[src/rtl/cfg_retry_pkg.sv]
package cfg_retry_pkg;
  localparam int REG_W     = 32;
  localparam int N_CORES   = 2;
  localparam int RETRY_BIT = 0;
  localparam int TMR_BIT   = 1;
  localparam int HOLD_LSB  = 2;
  localparam int NARROW_BIT = 4;
  localparam int RELOAD_BIT = 8;

  typedef struct packed {
    logic               narrow;
    logic [N_CORES-1:0] hold;
    logic               tmr;
    logic               retry;
  } csr_t;
endpackage

[src/rtl/cfg_fw_timer.sv]
module cfg_fw_timer #(
  parameter int TMO_CYCLES = 100_000_000
) (
  input  logic clk,
  input  logic rst,
  input  logic run,
  output logic expire
);
  localparam int CNT_W = $clog2(TMO_CYCLES + 1);
  localparam logic [CNT_W-1:0] LAST = CNT_W'(TMO_CYCLES - 1);

  logic [CNT_W-1:0] cnt;

  always_ff @(posedge clk) begin
    if (rst || !run) cnt <= '0;
    else if (cnt != LAST) cnt <= cnt + 1'b1;
  end

  assign expire = run && !rst && (cnt == LAST);


  cnt_bound_chk: assert property (@(posedge clk) disable iff (rst) cnt <= LAST);

  idle_clear_chk: assert property (@(posedge clk) disable iff (rst) !run |=> cnt == '0);
endmodule

[src/rtl/cfg_strap_latch.sv]
module cfg_strap_latch
  import cfg_retry_pkg::*;
(
  input  logic               clk,
  input  logic               rst,
  input  logic [N_CORES-1:0] strap_core_n,
  output logic [N_CORES-1:0] dflt_hold
);
  always_ff @(posedge clk) begin
    if (rst) dflt_hold <= ~strap_core_n;
  end


  dflt_stable_chk: assert property (@(posedge clk) disable iff (rst)
    !$past(rst) |-> $stable(dflt_hold));
endmodule

[src/rtl/cfg_csr_fields.sv]
module cfg_csr_fields
  import cfg_retry_pkg::*;
(
  input  logic               clk,
  input  logic               rst,
  input  logic               strap_retry,
  input  logic               strap_tmr_en,
  input  logic [N_CORES-1:0] strap_core_n,
  input  logic               strap_req64_n,
  input  logic [N_CORES-1:0] dflt_hold,
  input  logic               clr_retry,
  input  logic [N_CORES-1:0] clr_hold,
  input  logic               reload_hold,
  input  logic               expire,
  output csr_t               csr
);
  always_ff @(posedge clk) begin
    if (rst) begin
      csr.retry  <= strap_retry;
      csr.tmr    <= strap_tmr_en;
      csr.hold   <= ~strap_core_n;
      csr.narrow <= strap_req64_n;
    end else begin
      if (clr_retry) begin
        csr.retry <= 1'b0;
      end else if (expire) begin
        csr.retry <= 1'b0;
        csr.tmr   <= 1'b0;
      end
      if (reload_hold) csr.hold <= dflt_hold;
      else             csr.hold <= csr.hold & ~clr_hold;
    end
  end


  retry_no_set_chk: assert property (@(posedge clk) disable iff (rst)
    !csr.retry |=> !csr.retry);

  tmr_fall_chk: assert property (@(posedge clk) disable iff (rst)
    $fell(csr.tmr) |-> !csr.retry);

  hold_no_set_chk: assert property (@(posedge clk) disable iff (rst)
    !reload_hold |=> (csr.hold & ~$past(csr.hold)) == '0);

  narrow_stable_chk: assert property (@(posedge clk) disable iff (rst)
    !$past(rst) |-> $stable(csr.narrow));
endmodule

[src/rtl/cfg_retry_ctl.sv]
module cfg_retry_ctl
  import cfg_retry_pkg::*;
#(
  parameter int CLK_HZ     = 250_000_000,
  parameter int TMO_CYCLES = CLK_HZ / 10 * 4
) (
  input  logic               clk,
  input  logic               rst,
  input  logic               strap_retry,
  input  logic               strap_tmr_en,
  input  logic [N_CORES-1:0] strap_core_n,
  input  logic               strap_req64_n,
  input  logic               cfg_cycle,
  output logic               cfg_retry,
  input  logic               reg_wr,
  input  logic [REG_W-1:0]   reg_wdata,
  output logic [REG_W-1:0]   reg_rdata,
  output logic [N_CORES-1:0] core_hold
);
  csr_t               csr;
  logic [N_CORES-1:0] dflt_hold;
  logic               expire;
  logic               clr_retry;
  logic               reload_hold;
  logic [N_CORES-1:0] clr_hold;
  logic [REG_W-1:0]   rd_next;
  logic               unused_wdata;

  assign unused_wdata = ^reg_wdata;
  assign clr_retry    = reg_wr && reg_wdata[RETRY_BIT];
  assign reload_hold  = reg_wr && reg_wdata[RELOAD_BIT];
  assign clr_hold     = reg_wr ? reg_wdata[HOLD_LSB +: N_CORES] : '0;

  cfg_strap_latch u_latch (
    .clk          (clk),
    .rst          (rst),
    .strap_core_n (strap_core_n),
    .dflt_hold    (dflt_hold)
  );

  cfg_fw_timer #(.TMO_CYCLES(TMO_CYCLES)) u_timer (
    .clk    (clk),
    .rst    (rst),
    .run    (csr.retry && csr.tmr),
    .expire (expire)
  );

  cfg_csr_fields u_fields (
    .clk           (clk),
    .rst           (rst),
    .strap_retry   (strap_retry),
    .strap_tmr_en  (strap_tmr_en),
    .strap_core_n  (strap_core_n),
    .strap_req64_n (strap_req64_n),
    .dflt_hold     (dflt_hold),
    .clr_retry     (clr_retry),
    .clr_hold      (clr_hold),
    .reload_hold   (reload_hold),
    .expire        (expire),
    .csr           (csr)
  );

  always_comb begin
    rd_next             = '0;
    rd_next[RETRY_BIT]  = csr.retry;
    rd_next[TMR_BIT]    = csr.tmr;
    rd_next[NARROW_BIT] = csr.narrow;
    for (int i = 0; i < N_CORES; i++) rd_next[HOLD_LSB + i] = csr.hold[i];
  end

  always_ff @(posedge clk) begin
    if (rst) begin
      reg_rdata <= '0;
      cfg_retry <= 1'b0;
    end else begin
      reg_rdata <= rd_next;
      cfg_retry <= cfg_cycle && csr.retry;
    end
  end

  assign core_hold = csr.hold;


  retry_answer_chk: assert property (@(posedge clk) disable iff (rst)
    cfg_cycle && csr.retry |=> cfg_retry);

  no_cycle_quiet_chk: assert property (@(posedge clk) disable iff (rst)
    !cfg_cycle |=> !cfg_retry);

  reserved_zero_chk: assert property (@(posedge clk) disable iff (rst)
    reg_rdata[REG_W-1:NARROW_BIT+1] == '0);
endmodule

[config.mk]
export PLATFORM = sky130hd
export DESIGN_NAME = cfg_retry_ctl
export DESIGN_NICKNAME = d
export VERILOG_FILES = /design/src/rtl/cfg_retry_pkg.sv /design/src/rtl/cfg_fw_timer.sv /design/src/rtl/cfg_strap_latch.sv /design/src/rtl/cfg_csr_fields.sv /design/src/rtl/cfg_retry_ctl.sv
export SDC_FILE = /design/constraint.sdc
export NUM_CORES = 1
export LEC_CHECK = 0
export BUFFER_PORTS_ARGS = -buffer_cell sky130_fd_sc_hd__buf_2
export CAP_MARGIN = 25
export CORE_MARGIN = 10
export CORE_UTILIZATION = 35
export CTS_CLUSTER_SIZE = 28
export DETAILED_ROUTE_END_ITERATION = 16
export PLACE_DENSITY = 0.65
export SETUP_SLACK_MARGIN = 0.4
export SKIP_CTS_REPAIR_TIMING = 1
export SLEW_MARGIN = 40
export SYNTH_ARGS = -nofsm -noshare
export SYNTH_HDL_FRONTEND = slang
export SYNTH_SLANG_ARGS = --single-unit
[constraint.sdc]
create_clock -name clk -period 3.3 [get_ports clk]
set_clock_uncertainty 0.2 [all_clocks]
set_input_delay 0.165 -clock clk [delete_from_list [all_inputs] [get_ports clk]]
set_output_delay 0.165 -clock clk [all_outputs]
set_load 0.05 [all_outputs]
After elaboration in Yosys (flattened, before gate mapping)
Index checks and enable logic that the tools add are counted.

cells by class
  muxes and demuxes = 6
  add/sub/neg operators = 1
  reductions and logical operators = 12
  bitwise logic cells = 3
  eq/ne operators = 3

operators with widths
  operator                                                          count
  27-bit by 1-bit adder with 27-bit output (second input constant)  1
  27-bit equality test (second input constant)                      1
  27-bit != test (second input constant)                            1
  1-bit logical AND                                                 6
  2-bit 2-to-1 mux                                                  3
  4-bit 2-to-1 mux                                                  1
  2-bit inverter                                                    2
  3-bit nonzero test                                                1
  2-bit bitwise AND                                                 1
  1-bit logical NOT                                                 2
  1-bit 2-to-1 mux                                                  2
  2-bit != test (second input constant)                             1
  2-bit AND reduction                                               1
  2-bit nonzero test                                                1
  1-bit logical OR                                                  1

word-level totals
  output and inout port bits = 35
  flip-flop bits (word level) = 67

Depth between registers and ports, before layout
  word-level depth = 6
  gate-level depth with buffers = 7
  depth with buffers taken out = 6

Hierarchy
A second synthesis with hierarchy kept.

second synthesis, totals
  cells, all modules = 234
  area, all modules = 2102.0 µm²

modules (own cells, without submodules)
  module           instances  cells an instance  area an instance (µm²)
  cfg_fw_timer     1          169                1420.1
  cfg_retry_ctl    1          45                 411.6
  cfg_csr_fields   1          16                 202.7
  cfg_strap_latch  1          4                  67.6

Worst setup path after synthesis
OpenSTA, ideal clock, no wires.

  kind = register -> register
  from = register u_timer.cnt[0]
  to = register, netlist name u_fields.csr[1]
  library setup time = 292 ps
  setup slack = 798 ps
  arrival = 2011 ps
  cell stages (with the launch flop) = 7
  cell sequence = dfxtp_1 ha_1 or3b_2 or4_4 nor3_4 buf_6 a31o_1

on the way
  longest elaborated chain between the ends = 4

ends and longest elaborated chain
  element                        line                text
  start, declared                cfg_fw_timer.sv:12  logic [CNT_W-1:0] cnt;
  start signal, assigned         cfg_fw_timer.sv:16  else if (cnt != LAST) cnt <= cnt + 1'b1;
  27-bit equality test           cfg_fw_timer.sv:19  assign expire = run && !rst && (cnt == LAST);
  1-bit logical AND              cfg_fw_timer.sv:19
  2-bit nonzero test (no line)   --
  2-bit AND reduction (no line)  --

Every way passes these cells.
A chain may end at the register's enable or synchronous reset.

Worst setup path in the final report
  from = register u_timer.cnt[0]
  to = register, netlist name u_fields.csr[0]

on the way
  longest elaborated chain between the ends = 3

ends and longest elaborated chain
  element                       line
  27-bit equality test          cfg_fw_timer.sv:19
  1-bit logical AND             cfg_fw_timer.sv:19
  3-bit nonzero test (no line)  --

Every way passes these cells.

==> metrics.yaml <==
finalSetupTns_ns: 0
syn_area_per_cell_um2: 9.05
dr.first_iter.drc_count: 58
synth_edf_count: 5
area_delta_synth_final_pct: 11.3
ys_ff_latch: 40
min_period_ns: 2.81
dp_hpwl_mm: 2.67
crit_arrival_ns: 2.62
setup_viol_count_final: 0
dieWidth_um: 94.6
final_common_cell: "dfxtp_1"
grt_pass1_vias: 1409
syn-cell-area_um2: 1950
dpl_cell_area_um2: 2000
n_antenna_cell: 0
power_leakage_nw: 0.793
drive_gt1_share_pct: 13.2
worstHoldPathType: "in -> reg"
drv_cap: 0
path_max_fanout: 13
outcome: "completed"
p_per_area_nw_per_um2: 481
combPwrFrac_pct: 13.4
max_freq_mhz: 356
gp_congestion: 0.771
cts_num_sinks: 40
vias_per_cell: 4.62
max_slew_margin_pct: 63.9
h-tree-depth: 2
p_seq_share_pct: 49.1
crit_slowest_cell: "or3b_2"
grt_pass1_wl_mm: 6.23
die_y_um: 94.6
grtUsageTotal_pct: 8.53
wl_per_cell_um: 12.0
critPathMaxStageDelay_ns: 0.46
maxSlewViolCount: 0
synth_top_flop_cell: "dfxtp_1"
r2r_slack_ns: 0.49
internal-power_w: 0.000755
antenna_found_initial: 0
utilization_pct: 39.8
peakVddDrop_v: 0.000255
grt_max_degree: 27
num-fill-cells: 565
numCtsBuffers: 5
synthArstFlopShare_pct: 0
fin_area_um2: 2160
required_ns: 3.12
fin_ws_ns: 0.493
preCtsSetupSlack_ns: 0.454
synthesis.instances: 215
yosys_warnings: 0
clk_latency_ns: 0.29
synthDistinctLibCells: 38
startpoint_type: "flop"
drc: 0
p_sw_share_pct: 27.5
critical_path_class: "reg -> reg"
drt_pass1_iterations: 4
worst_pin_slew_ns: 0.539
post-route-period-util_pct: 85.0
root_buffer: "clkbuf_8"
clkSlewWorstSetupHoldPaths_ns: 0.08
drt_wl_total_mm: 3.76
ys_seq_area_share_pct: 43.7
vias: 1452
p_clk_share_pct: 37.5
power_switching_w: 0.000286
overflow: 0
hold_viol: 0
endpoint_kind: "flop"
cts_max_path_buffers: 2
io_buffer_count: 20
core_area_um2: 5440
worstPathCellList: "ha_1 -> or3b_2 -> or4_4 -> nor3_4 -> a221o_1"
initial_core_util_pct: 35.8
die_area_um2: 8940
grt_setup_unrepaired: "no"
cts_tree: "yes"
rows: 27
most-common-layout-cells: "dfxtp_1, conb_1, nor2_1, buf_2, nand2_1"
fin_nets: 283
drtAntennaViolNets: 0
ios: 76
-- cell usage after synthesis (2+ instances only) --
library cell / n / area share [%]
a21oi_1: 11 / 2.8
a221oi_1: 2 / 0.90
and2_1: 5 / 1.6
and3_1: 4 / 1.3
and4_1: 4 / 1.8
buf_4: 29 / 11
clkbuf_1: 4 / 0.77
dfxtp_1: 35 / 36
edfxtp_1: 5 / 7.7
inv_1: 6 / 1.2
mux2i_1: 2 / 1.0
nand2_1: 14 / 2.7
nand3_1: 8 / 2.1
nand4_1: 6 / 1.9
nor2_1: 20 / 3.9
nor2b_1: 5 / 1.6
nor3_1: 4 / 1.0
nor4_1: 2 / 0.64
o21ai_0: 7 / 1.8
o21ai_1: 2 / 0.51
o31ai_1: 2 / 0.77
or3_1: 7 / 2.3
or4_1: 3 / 1.2
xnor2_1: 10 / 4.5
xor2_1: 5 / 2.3
-- power groups by stage --
stage	Combinational [W]	Clock (W)	Sequential, W
after floorplan	0.000123	0	0.000540
after global placement	0.000133	0	0.000522
after detailed placement	0.000133	0	0.000523
after CTS	0.000133	0.000405	0.000512
after global routing	0.000147	0.000420	0.000513
final	0.000140	0.000390	0.000512
-- layout make-up --
| cell class | count | area, um^2 | area share, % |
|---|---|---|---|
| Inverter | 6 | 22.5 | 1.04 |
| Clock inverter | 2 | 35.0 | 1.62 |
| Timing Repair Buffer | 27 | 168 | 7.75 |
| Multi-Input combinational cell | 161 | 926 | 42.8 |
| Sequential cell | 40 | 851 | 39.3 |
| Clock buffer | 6 | 72.6 | 3.35 |
| Tap cell | 72 | 90.1 | 4.16 |
-- sequential cells by signal (all words and copies together) (netlist names) --
name	flops
u_fields.csr	5
reg_rdata	5
u_timer.cnt	27
u_latch.dflt_hold	2
cfg_retry	1
-- cell families after synthesis --
logic type	Yosys count	synth area share, %
AO/OA/AOI/OAI	29	9.26
XOR/XNOR	15	6.75
adder cells (fa/ha/maj)	1	0.643
buffers and inverters	40	13.7
flip-flops	40	43.7
multiplexers	2	1.03
other	1	0.193
AND/OR/NAND/NOR	87	24.7
-- routing by layer --
metal  part of all wire, %  vias to the layer above  GRT usage (%)
li1                      -                      751              -
met1                    47                      668           10.0
met2                    48                       29           13.8
met3                   3.4                        4           2.70
met4                   2.0                        0           4.11
met5                     0                        -              0
-- worst paths after layout --
kind | cells after the start | endpoint | start
worst max-delay path | 5 | u_fields.csr[0] | u_timer.cnt[0]
worst min-delay path | 2 | reg_rdata[4] | rst
worst max register to register | 5 | u_fields.csr[0] | u_timer.cnt[0]
worst min register to register | 1 | reg_rdata[4] | u_fields.csr[4]
-- per-stage QoR --
| stage | power, W | std cells | hold WS [ns] |
|---|---|---|---|
| 6_report | 0.00104 | 314 | 0.0180 |
| 5_1_grt | 0.00108 | 314 | 0.0211 |
| 4_1_cts | 0.00105 | 308 | -0.163 |
| 3_5_place_dp | 0.000656 | 300 | 0.151 |
| 3_3_place_gp | 0.000655 | 300 | 0.142 |
| 2_1_floorplan | 0.000663 | 241 | 0.0441 |
-- critical path: cells and delay by family, from the launching register on --
kind                     cells  cell delay [ns]
adder cells (fa/ha/maj)      1             0.29
flip-flops                   1             0.43
AO/OA/AOI/OAI                1             0.24
AND/OR/NAND/NOR              3             1.36
Power figures use the tool's default switching activity.
